File: config.mk
export PLATFORM = sky130hd
export DESIGN_NAME = dual_acc_unit
export DESIGN_NICKNAME = d
export VERILOG_FILES = /design/src/rtl/dacc_pkg.sv /design/src/rtl/dacc_ctrl.sv /design/src/rtl/dacc_sat.sv /design/src/rtl/dacc_datapath.sv /design/src/rtl/dual_acc_unit.sv
export SDC_FILE = /design/constraint.sdc
export NUM_CORES = 1
export LEC_CHECK = 0
export CAP_MARGIN = 30
export CELL_PAD_IN_SITES_DETAIL_PLACEMENT = 1
export CELL_PAD_IN_SITES_GLOBAL_PLACEMENT = 1
export CORE_MARGIN = 2
export CORE_UTILIZATION = 40
export CTS_CLUSTER_DIAMETER = 120
export DETAILED_ROUTE_END_ITERATION = 12
export PLACE_DENSITY_LB_ADDON = 0.2
export SLEW_MARGIN = 20
export SYNTH_ARGS = -nofsm -noshare
export SYNTH_HDL_FRONTEND = slang
export SYNTH_SLANG_ARGS = --single-unit
File: constraint.sdc
create_clock -name clk -period 5.5 [get_ports clk]
set_input_delay 0.55 -clock clk [delete_from_list [all_inputs] [get_ports clk]]
set_output_delay 0.55 -clock clk [all_outputs]
set_load 0.005 [all_outputs]
File: src/rtl/dacc_pkg.sv
package dacc_pkg;
  localparam int NUM_ACC = 2;

  typedef enum logic [1:0] {
    OP_ADD  = 2'b00,
    OP_SUB  = 2'b01,
    OP_LOAD = 2'b10,
    OP_NONE = 2'b11
  } op_e;

  // Strobes from control to datapath
  typedef struct packed {
    logic [NUM_ACC-1:0] wrEn;     // one-hot destination, zero when idle
    logic               zeroAcc;  // force accumulator side of adder to zero
    logic               invertOp; // complement operand
    logic               carryIn;  // adder carry input
    logic [NUM_ACC-1:0] satEn;    // per-accumulator saturation enable
    logic               satExt;   // clamp at full width instead of 1.31
    logic               clearSat; // clear sticky saturation flags
  } ctrl_t;
endpackage

File: src/rtl/dacc_ctrl.sv
module dacc_ctrl
  import dacc_pkg::*;
(
  input  logic        opValid,
  input  logic [1:0]  opCode,
  input  logic        accSel,
  input  logic        satEnA,
  input  logic        satEnB,
  input  logic        satModeExt,
  input  logic        flagClear,
  output ctrl_t       strobes
);
  op_e opKind;
  logic doWrite;

  assign opKind  = op_e'(opCode);
  assign doWrite = opValid && (opKind != OP_NONE);

  always_comb begin
    strobes          = '0;
    strobes.satEn    = {satEnB, satEnA};
    strobes.satExt   = satModeExt;
    strobes.clearSat = flagClear;
    if (doWrite) begin
      for (int i = 0; i < NUM_ACC; i++) begin
        strobes.wrEn[i] = (accSel == i[0]);
      end
    end
    case (opKind)
      OP_ADD: begin
        strobes.invertOp = 1'b0;
        strobes.carryIn  = 1'b0;
      end
      OP_SUB: begin
        strobes.invertOp = 1'b1;
        strobes.carryIn  = 1'b1;
      end
      OP_LOAD: begin
        strobes.zeroAcc  = 1'b1;
      end
      default: begin
        strobes.wrEn     = '0;
      end
    endcase
  end
endmodule

File: src/rtl/dacc_sat.sv
module dacc_sat #(
  parameter int ACC_W = 40,
  parameter int VAL_W = 32
) (
  input  logic [ACC_W:0]   trueSum,
  input  logic             satEn,
  input  logic             satExt,
  output logic [ACC_W-1:0] result,
  output logic             guardOvf,
  output logic             satEvent
);
  localparam int HEAD_W = ACC_W - VAL_W + 2;  // bits ACC_W down to VAL_W-1
  localparam logic [ACC_W-1:0] NORM_MAX = {{(ACC_W-VAL_W+1){1'b0}}, {(VAL_W-1){1'b1}}};
  localparam logic [ACC_W-1:0] NORM_MIN = ~NORM_MAX;
  localparam logic [ACC_W-1:0] EXT_MAX  = {1'b0, {(ACC_W-1){1'b1}}};
  localparam logic [ACC_W-1:0] EXT_MIN  = ~EXT_MAX;

  logic [HEAD_W-1:0] head;
  logic signLost;
  logic isNeg;
  logic clamp;

  assign head     = trueSum[ACC_W:VAL_W-1];
  assign guardOvf = !((&head) || !(|head));
  assign signLost = trueSum[ACC_W] ^ trueSum[ACC_W-1];
  assign isNeg    = trueSum[ACC_W];

  always_comb begin
    result = trueSum[ACC_W-1:0];
    clamp  = 1'b0;
    if (satEn) begin
      if (!satExt && guardOvf) begin
        result = isNeg ? NORM_MIN : NORM_MAX;
        clamp  = 1'b1;
      end else if (satExt && signLost) begin
        result = isNeg ? EXT_MIN : EXT_MAX;
        clamp  = 1'b1;
      end
    end
  end

  assign satEvent = clamp || signLost;
endmodule

File: src/rtl/dacc_datapath.sv
module dacc_datapath
  import dacc_pkg::*;
#(
  parameter int ACC_W = 40,
  parameter int VAL_W = 32
) (
  input  logic                            clk,
  input  logic                            rstN,
  input  ctrl_t                           strobes,
  input  logic [ACC_W-1:0]                operand,
  output logic [NUM_ACC-1:0][ACC_W-1:0]   accOut,
  output logic [NUM_ACC-1:0]              ovfOut,
  output logic [NUM_ACC-1:0]              satOut
);
  localparam int SUM_W = ACC_W + 1;

  logic [ACC_W-1:0] srcAcc;
  logic [SUM_W-1:0] addA, addB, opExt, trueSum;
  logic             destSatEn;
  logic [ACC_W-1:0] wrValue;
  logic             guardOvf, satEvent;

  always_comb begin
    srcAcc = '0;
    for (int i = 0; i < NUM_ACC; i++) begin
      if (strobes.wrEn[i]) srcAcc = srcAcc | accOut[i];
    end
  end

  assign opExt     = {operand[ACC_W-1], operand};
  assign addA      = strobes.zeroAcc ? '0 : {srcAcc[ACC_W-1], srcAcc};
  assign addB      = strobes.invertOp ? ~opExt : opExt;
  assign trueSum   = addA + addB + SUM_W'(strobes.carryIn);
  assign destSatEn = |(strobes.satEn & strobes.wrEn);

  dacc_sat #(.ACC_W(ACC_W), .VAL_W(VAL_W)) sat_i (
    .trueSum  (trueSum),
    .satEn    (destSatEn),
    .satExt   (strobes.satExt),
    .result   (wrValue),
    .guardOvf (guardOvf),
    .satEvent (satEvent)
  );

  for (genvar g = 0; g < NUM_ACC; g++) begin : g_acc
    always_ff @(posedge clk or negedge rstN) begin
      if (!rstN) begin
        accOut[g] <= '0;
        ovfOut[g] <= 1'b0;
        satOut[g] <= 1'b0;
      end else begin
        if (strobes.wrEn[g]) begin
          accOut[g] <= wrValue;
          ovfOut[g] <= guardOvf;
        end
        if (strobes.wrEn[g] && satEvent) begin
          satOut[g] <= 1'b1;
        end else if (strobes.clearSat) begin
          satOut[g] <= 1'b0;
        end
      end
    end
  end
endmodule

File: src/rtl/dual_acc_unit.sv
module dual_acc_unit
  import dacc_pkg::*;
#(
  parameter int ACC_W = 40,
  parameter int VAL_W = 32
) (
  input  logic             clk,
  input  logic             rstN,
  input  logic             opValid,
  input  logic [1:0]       opCode,
  input  logic             accSel,
  input  logic [ACC_W-1:0] operand,
  input  logic             satEnA,
  input  logic             satEnB,
  input  logic             satModeExt,
  input  logic             trapEnA,
  input  logic             trapEnB,
  input  logic             flagClear,
  output logic [ACC_W-1:0] accA,
  output logic [ACC_W-1:0] accB,
  output logic             ovfA,
  output logic             ovfB,
  output logic             satA,
  output logic             satB,
  output logic             ovfAny,
  output logic             satAny,
  output logic             trapReq
);
  ctrl_t                          strobes;
  logic [NUM_ACC-1:0][ACC_W-1:0]  accVec;
  logic [NUM_ACC-1:0]             ovfVec, satVec;

  dacc_ctrl ctrl_i (
    .opValid    (opValid),
    .opCode     (opCode),
    .accSel     (accSel),
    .satEnA     (satEnA),
    .satEnB     (satEnB),
    .satModeExt (satModeExt),
    .flagClear  (flagClear),
    .strobes    (strobes)
  );

  dacc_datapath #(.ACC_W(ACC_W), .VAL_W(VAL_W)) dp_i (
    .clk     (clk),
    .rstN    (rstN),
    .strobes (strobes),
    .operand (operand),
    .accOut  (accVec),
    .ovfOut  (ovfVec),
    .satOut  (satVec)
  );

  assign accA    = accVec[0];
  assign accB    = accVec[1];
  assign ovfA    = ovfVec[0];
  assign ovfB    = ovfVec[1];
  assign satA    = satVec[0];
  assign satB    = satVec[1];
  assign ovfAny  = |ovfVec;
  assign satAny  = |satVec;
  assign trapReq = |(ovfVec & {trapEnB, trapEnA});
endmodule

==> reports/results.ini, run 1 <==
[status]
status = complete, no violations

[sta]
fin_ws_ns = 0.258
skew_ns = 0.0101
setup_viol = 0
tightest_slew_ns = 0.841
max_freq_ghz = 0.191
setup_tns_ns = 0
hold_viol_final = 0
slew_headroom_pct = 43.8
fin_crit_sh_pct = 95.3
min_period_ns = 5.24
grt_setup_unrepaired = no
final_max_slew_viol_count = 0

[worst_setup_path]
crit_cells = 17
crit_path_max_incr_delay_ns = 0.58
endpoint_kind = flip-flop
reg2regPathDepth = 18
startpoint_type = input port
critical_path.max_fanout = 39
critPathBufInv = 3
worstPathCellList = clkdlybuf4s50_1 -> nand2b_2 -> buf_12 -> xnor2_1 -> ha_1 -> a21oi_1 -> o21ai_0 -> nor3b_1 -> or3_1 -> o21bai_1 -> o21ai_0 -> o221ai_1 -> nand4b_2 -> buf_4 -> nand3_1 -> nand2_1 -> o221ai_1
path_class = input port to flip-flop
cpMaxStageDelayCell = o221ai_1
cp_top_family = compound AO/OA/AOI/OAI gates
arrival_ns = 5.49
crit_required_ns = 5.75

[clock_network]
htreeDepth = 3
ctsHoldBuffers = 0
clkTransAtPathRegs_ns = 0.08
cts.path.max_buffers = 2
cts_sinks = 84
cts_tree = done
clk_latency_ns = 0.36
cts_resized = 0
cts_made_buffers = 9
cts_root_buffer = clkbuf_16

[hold_path]
min_path_type = input port to async pin

[yosys]
syn_nets = 977
async_flop_share_pct = 100
yosysWarnings = 0
ys.flop_type = dfrtp_1
synth.distinct_cells = 74
synth_area_leaders = dfrtp_1 29%, nor2_1 7.3%, ha_1 7.0%
synth-edff-count = 0
synth_top_area_share_pct = 28.5
avgSynthCellArea_sq_um = 8.35
syn_area_sq_um = 7370
ys_seq_elements = 84
synthCells = 883
yosysTopAreaCell = dfrtp_1
yosysSeqAreaShare_pct = 28.5

[global_routing]
first_global_vias = 7588
grt_usage_pct = 26.4
grt_max_degree = 49
grt_overflow_total = 0
antenna_found_initial = 0
grt_pass1_wl_microns = 41700

[placement]
pre_cts_ws_ns = -0.0695
gp_congestion = 0.924
io_buffers = 138
dp.final_hpwl_microns = 19300
dpl_cell_area_sq_um = 9100

[route]
antenna_left = 0
topRoutingLayerUsed = met4
drc = 0
drtPass1Iterations = 5
vias = 7424
drt-initial-drc-count = 394
wl_met3_microns = 1310
wirelength_microns = 25800
wl_per_cell_microns = 20.7
drt-vias-per-instance = 5.96
wl_met1_microns = 12100
wl_met2_microns = 11800

[floorplan]
rows = 49
die_area_sq_um = 19500
num_io_pins = 139
initial_utilization_pct = 40.9
die_h_microns = 140
die_w_microns = 140
core-area_sq_um = 18000

[layout]
layout_commonest_cell = nor2_1
stdcell_area_sq_um = 9420
drive_above_1_share_pct = 9.94
n_antenna_cell = 0
areaGrowthSynthToFinish_pct = 27.7
layout_common_cells = 143 x nor2_1, 136 x clkdlybuf4s50_1, 84 x dfrtp_1
fin_nets = 1105

[power]
powerDensity_nw_per_um2 = 382
ir_worst_vdd_uv = 234
p_leak_nw = 3.92

[job]
maxCapViolCount = 0

==> final timing paths <==
check                                     start         endpoint  slack [ns]
worst min register to register  dp_i.accOut[79]  dp_i.accOut[79]        0.53
max in group asynchronous                  rstN  dp_i.accOut[32]        4.33
worst max register to register  dp_i.accOut[55]  dp_i.accOut[70]        0.84
worst min-delay path                       rstN  dp_i.accOut[44]        0.14
min in group clk                dp_i.accOut[79]  dp_i.accOut[79]        0.53
worst max-delay path                  opCode[1]  dp_i.accOut[70]        0.26
==> what timing repair did <==
action	4_1_cts	5_1_grt
endpoints found under the setup margin	0	14
buffers inserted	0	2
hold endpoints to repair	0	0
==> metal layers <==
layer / up-vias / track usage (%)
met1: 3673 / 36.9
met2: 215 / 42.2
met5: - / 0
met3: 37 / 4.23
li1: 3499 / -
met4: 0 / 7.89
==> where the power goes <==
group	switching (mW)	internal, mW
combinational	0.951	0.963
sequential	0.221	0.822
clock	0.317	0.322
total	1.49	2.11
==> Yosys cell counts, types with 9 or more instances <==
cell	count
nor2_1	144
dfrtp_1	84
o21ai_0	68
a21oi_1	58
xnor2_1	56
nand2_1	54
o22ai_1	42
ha_1	41
mux2i_1	40
clkbuf_1	32
xor2_1	17
a311oi_1	16
nand3_1	15
a21o_1	12
inv_1	12
and3_1	10
o22ai_2	10
buf_2	9
nand4_1	9
==> per-stage QoR <==
stage          instances  power, mW  hold WS (ns)  util [%]
6_report            1245       3.60         0.139      52.2
5_1_grt             1245       3.84         0.187      52.2
4_1_cts             1243       3.60         0.158      52.2
3_5_place_dp        1227       2.94         0.514      50.5
3_3_place_gp        1227       2.90         0.495      50.5
2_1_floorplan        883       2.05         0.254         -
==> sequential cells by signal, indices dropped and copies added (netlist names) <==
signal and cells:
dp_i.satOut 2, dp_i.accOut 80, dp_i.ovfOut 2
==> area by class of cell <==
cell class                 instances  area (sq um)
clock buffer                       9           225
tap                              229           287
inverter                          12          45.0
timing repair buffer             173          1710
sequential                        84          2100
fill                            2150          8610
multi-input combinational        731          4970
clock inverter                     7          73.8
==> kinds of logic after synthesis <==
kind of cell,count (synthesis),share of synthesized area (%)
flip-flops,84,28.5
AO/OA/AOI/OAI,287,27.3
buffers and inverters,68,4.29
XOR/XNOR,73,8.67
AND/OR/NAND/NOR,288,18.4
adder cells (fa/ha/maj),42,7.23
multiplexers,41,5.58
No activity file was read; power rests on OpenSTA's default activity.
==> inputs of run 2 (changes only) <==
--- a/config.mk
+++ b/config.mk
@@ -16,4 +16,5 @@
 export SLEW_MARGIN = 20
 export SYNTH_ARGS = -nofsm -noshare
 export SYNTH_HDL_FRONTEND = slang
+export SYNTH_HIERARCHICAL = 1
 export SYNTH_SLANG_ARGS = --single-unit
==> run 2 against run 1 <==
- the flow now finishes with violations (negative setup slack)
- combinational power up 69%
- maximum frequency fell by 7.1%
- first-iteration DRC count grew 15%
- cell area rose by 19%
- utilization up 12 points
- register-to-register slack lost 0.91 ns
- via count increased by 4.0%
- final cell count up 3.5%
- critical path depth is 8 higher
==> reports/results.ini, run 2 <==
[clock_network]
cts_sinks = 84
clk_latency_ns = 0.35
cts_made_buffers = 9
cts.path.max_buffers = 2
clkTransAtPathRegs_ns = 0.06
htreeDepth = 3
cts_tree = done
cts_root_buffer = clkbuf_16

[sta]
final_max_slew_viol_count = 0
grt_setup_unrepaired = yes
slew_headroom_pct = 59.3
skew_ns = 0.0102
hold_ws_ns = 0.175
setup_viol = 69
max_freq_ghz = 0.177
tightest_slew_ns = 0.595
fin_ws_ns = -0.143
hold_viol_final = 0
min_period_ns = 5.64
fin_crit_sh_pct = 103
setup_tns_ns = -4.90

[floorplan]
initial_utilization_pct = 41.1
die_area_sq_um = 18900
die_h_microns = 138
num_io_pins = 139
core-area_sq_um = 17400
rows = 48
die_w_microns = 138

[layout]
drive_above_1_share_pct = 35.5
n_antenna_cell = 0
layout_commonest_cell = buf_4
layout.cells.non_filler = 1288
largest_reg_flops = 80
layout_common_cells = 178 x buf_4, 132 x clkdlybuf4s50_1, 84 x dfrtp_1
stdcell_area_sq_um = 11200
top_regs = dp_i/accOut: 80 flops, dp_i/ovfOut: 2 flops, dp_i/satOut: 2 flops
top_register = dp_i/accOut
areaGrowthSynthToFinish_pct = 56.7
fin_nets = 1155

[route]
wl_met1_microns = 12700
wl_per_cell_microns = 23.6
wl_met3_microns = 1130
drt-initial-drc-count = 454
drt-vias-per-instance = 6.00
drtPass1Iterations = 5
wl_met2_microns = 15800
wirelength_microns = 30400
antenna_left = 0
drc = 0
vias = 7722
topRoutingLayerUsed = met4

[hold_path]
min_path_type = input port to async pin

[power]
total_power_mw = 5.11
p_leak_nw = 5.22
ir_worst_vdd_uv = 264
powerDensity_nw_per_um2 = 457

[worst_setup_path]
critical_path.max_fanout = 12
crit_start = opCode[0]
arrival_ns = 5.87
path_class = input port to flip-flop
endpoint_kind = flip-flop
reg2regPathDepth = 21
crit_required_ns = 5.73
startpoint_type = input port
r2r_start = dp_i/accOut[0]

[job]
maxCapViolCount = 0

[yosys]
yosysTopAreaCell = dfrtp_1
yosysMostFrequentCell = dfrtp_1
ys_seq_elements = 84
syn_area_sq_um = 7130
muxShareOfSynthArea_pct = 13.2
synth-edff-count = 0
syn_nets = 872
synth_compound_area_share_pct = 22.3
avgSynthCellArea_sq_um = 9.18
synth_xor_xnor_area_share_pct = 9.21
yosysSeqAreaShare_pct = 29.5
synthAdderAreaFrac_pct = 7.75
synth.distinct_cells = 75
ys.flop_type = dfrtp_1
synth-simple-area-share_pct = 12.9
synthCells = 777
synth_top_area_share_pct = 29.5
synth_top_family_by_area = compound AO/OA/AOI/OAI gates
synth_area_leaders = dfrtp_1 29%, mux2_2 13%, ha_1 7.2%
async_flop_share_pct = 100
yosysWarnings = 6
yosys-top-cells-count = 84 x dfrtp_1, 82 x mux2_2, 59 x nand2_1

[status]
status = finished, violations left
violations = negative setup slack

[placement]
dp.final_hpwl_microns = 20000
io_buffers = 138
placed_cells = 1244
gp_congestion = 0.904
dpl_cell_area_sq_um = 9900

[global_routing]
first_global_vias = 8262
grt_pass1_wl_microns = 43800
grt_max_degree = 49
antenna_found_initial = 0
grt_usage_pct = 29.7
grt_overflow_total = 0

-- run 2: cell types whose count changed in the layout (fill, tap and decap cells not counted), sizes merged, moves of 19 or more --
cell | before | now
a21oi | 58 | 34
mux2 | 1 | 82
o21ai | 70 | 21
xor2 | 17 | 55
a22oi | 0 | 41
o22ai | 52 | 33
xnor2 | 56 | 20
nor2 | 144 | 57
mux2i | 40 | 2
buf | 37 | 197
-- run 2: worst max-delay path: stages --
cell and delay (ns):
buf_4 0.13, buf_4 0.14, a21oi_4 0.21, buf_6 0.19
buf_4 0.15, a22oi_1 0.08, nor2_1 0.14, ha_1 0.32
buf_4 0.18, nand2_1 0.09, nor2_1 0.10, a221o_1 0.38
a31oi_4 0.22, o21ai_4 0.10, a221oi_4 0.37, o21ai_2 0.13
a211oi_2 0.31, xnor2_2 0.13, or4_4 0.53, or3_4 0.37
a41oi_4 0.31, buf_6 0.18, buf_16 0.15, o22ai_2 0.10
mux2_4 0.29
-- run 2: logic make-up after synthesis --
family / after synthesis
AOI/OAI and AO/OA: 221
xor gates and xnor gates: 75
adders and majority gates: 43
buffers and inverters: 79
DFF: 84
muxes: 84
and+or+nand+nor: 191
-- run 2: power breakdown --
group,internal [mW],switching (mW),total [mW]
combinational,1.78,1.45,3.22
clock,0.393,0.272,0.664
sequential,0.923,0.299,1.22
-- run 2: timing repair --
item / 4_1_cts / 5_1_grt
buffers inserted: 25 / 5
gates cloned: 3 / 0
hold buffers: 0 / 0
pin swaps: 29 / 25
gates resized for setup: 42 / 113
setup endpoints to repair: 82 / 82
endpoints found under the hold margin: 0 / 0
-- run 2: final cells by class --
class | count | area [sq um]
clock buffers | 9 | 225
clock inverters | 5 | 78.8
fillers | 1860 | 6180
inverters | 20 | 77.6
multi-input cells | 614 | 5420
flip-flops and latches | 84 | 2100
well taps | 225 | 282
repair buffers | 331 | 2990
-- run 2: worst paths after layout --
kind	end	slack, ns
setup / recovery	dp_i/accOut[54]	-0.14
hold / removal	dp_i/accOut[43]	0.17
setup reg to reg	dp_i/accOut[54]	-0.07
hold reg to reg	dp_i/accOut[45]	0.54
max in group asynchronous	dp_i/accOut[28]	4.65
min in group clk	dp_i/accOut[45]	0.54
-- run 2: stage by stage --
| stage | utilization [%] | worst slack [ns] |
|---|---|---|
| after floorplan | - | 0.0104 |
| after global placement | 56.9 | -0.659 |
| final | 64.4 | -0.143 |
| after detailed placement | 57.1 | -0.849 |
| after CTS | 61.3 | 0.00564 |
| after global routing | 64.4 | -0.271 |
-- run 2: metal layers --
metal  vias up  track usage (%)
li1       3423                -
met1      3990             36.1
met5         -                0
met4         0             9.45
met2       243             53.8
met3        66             4.38
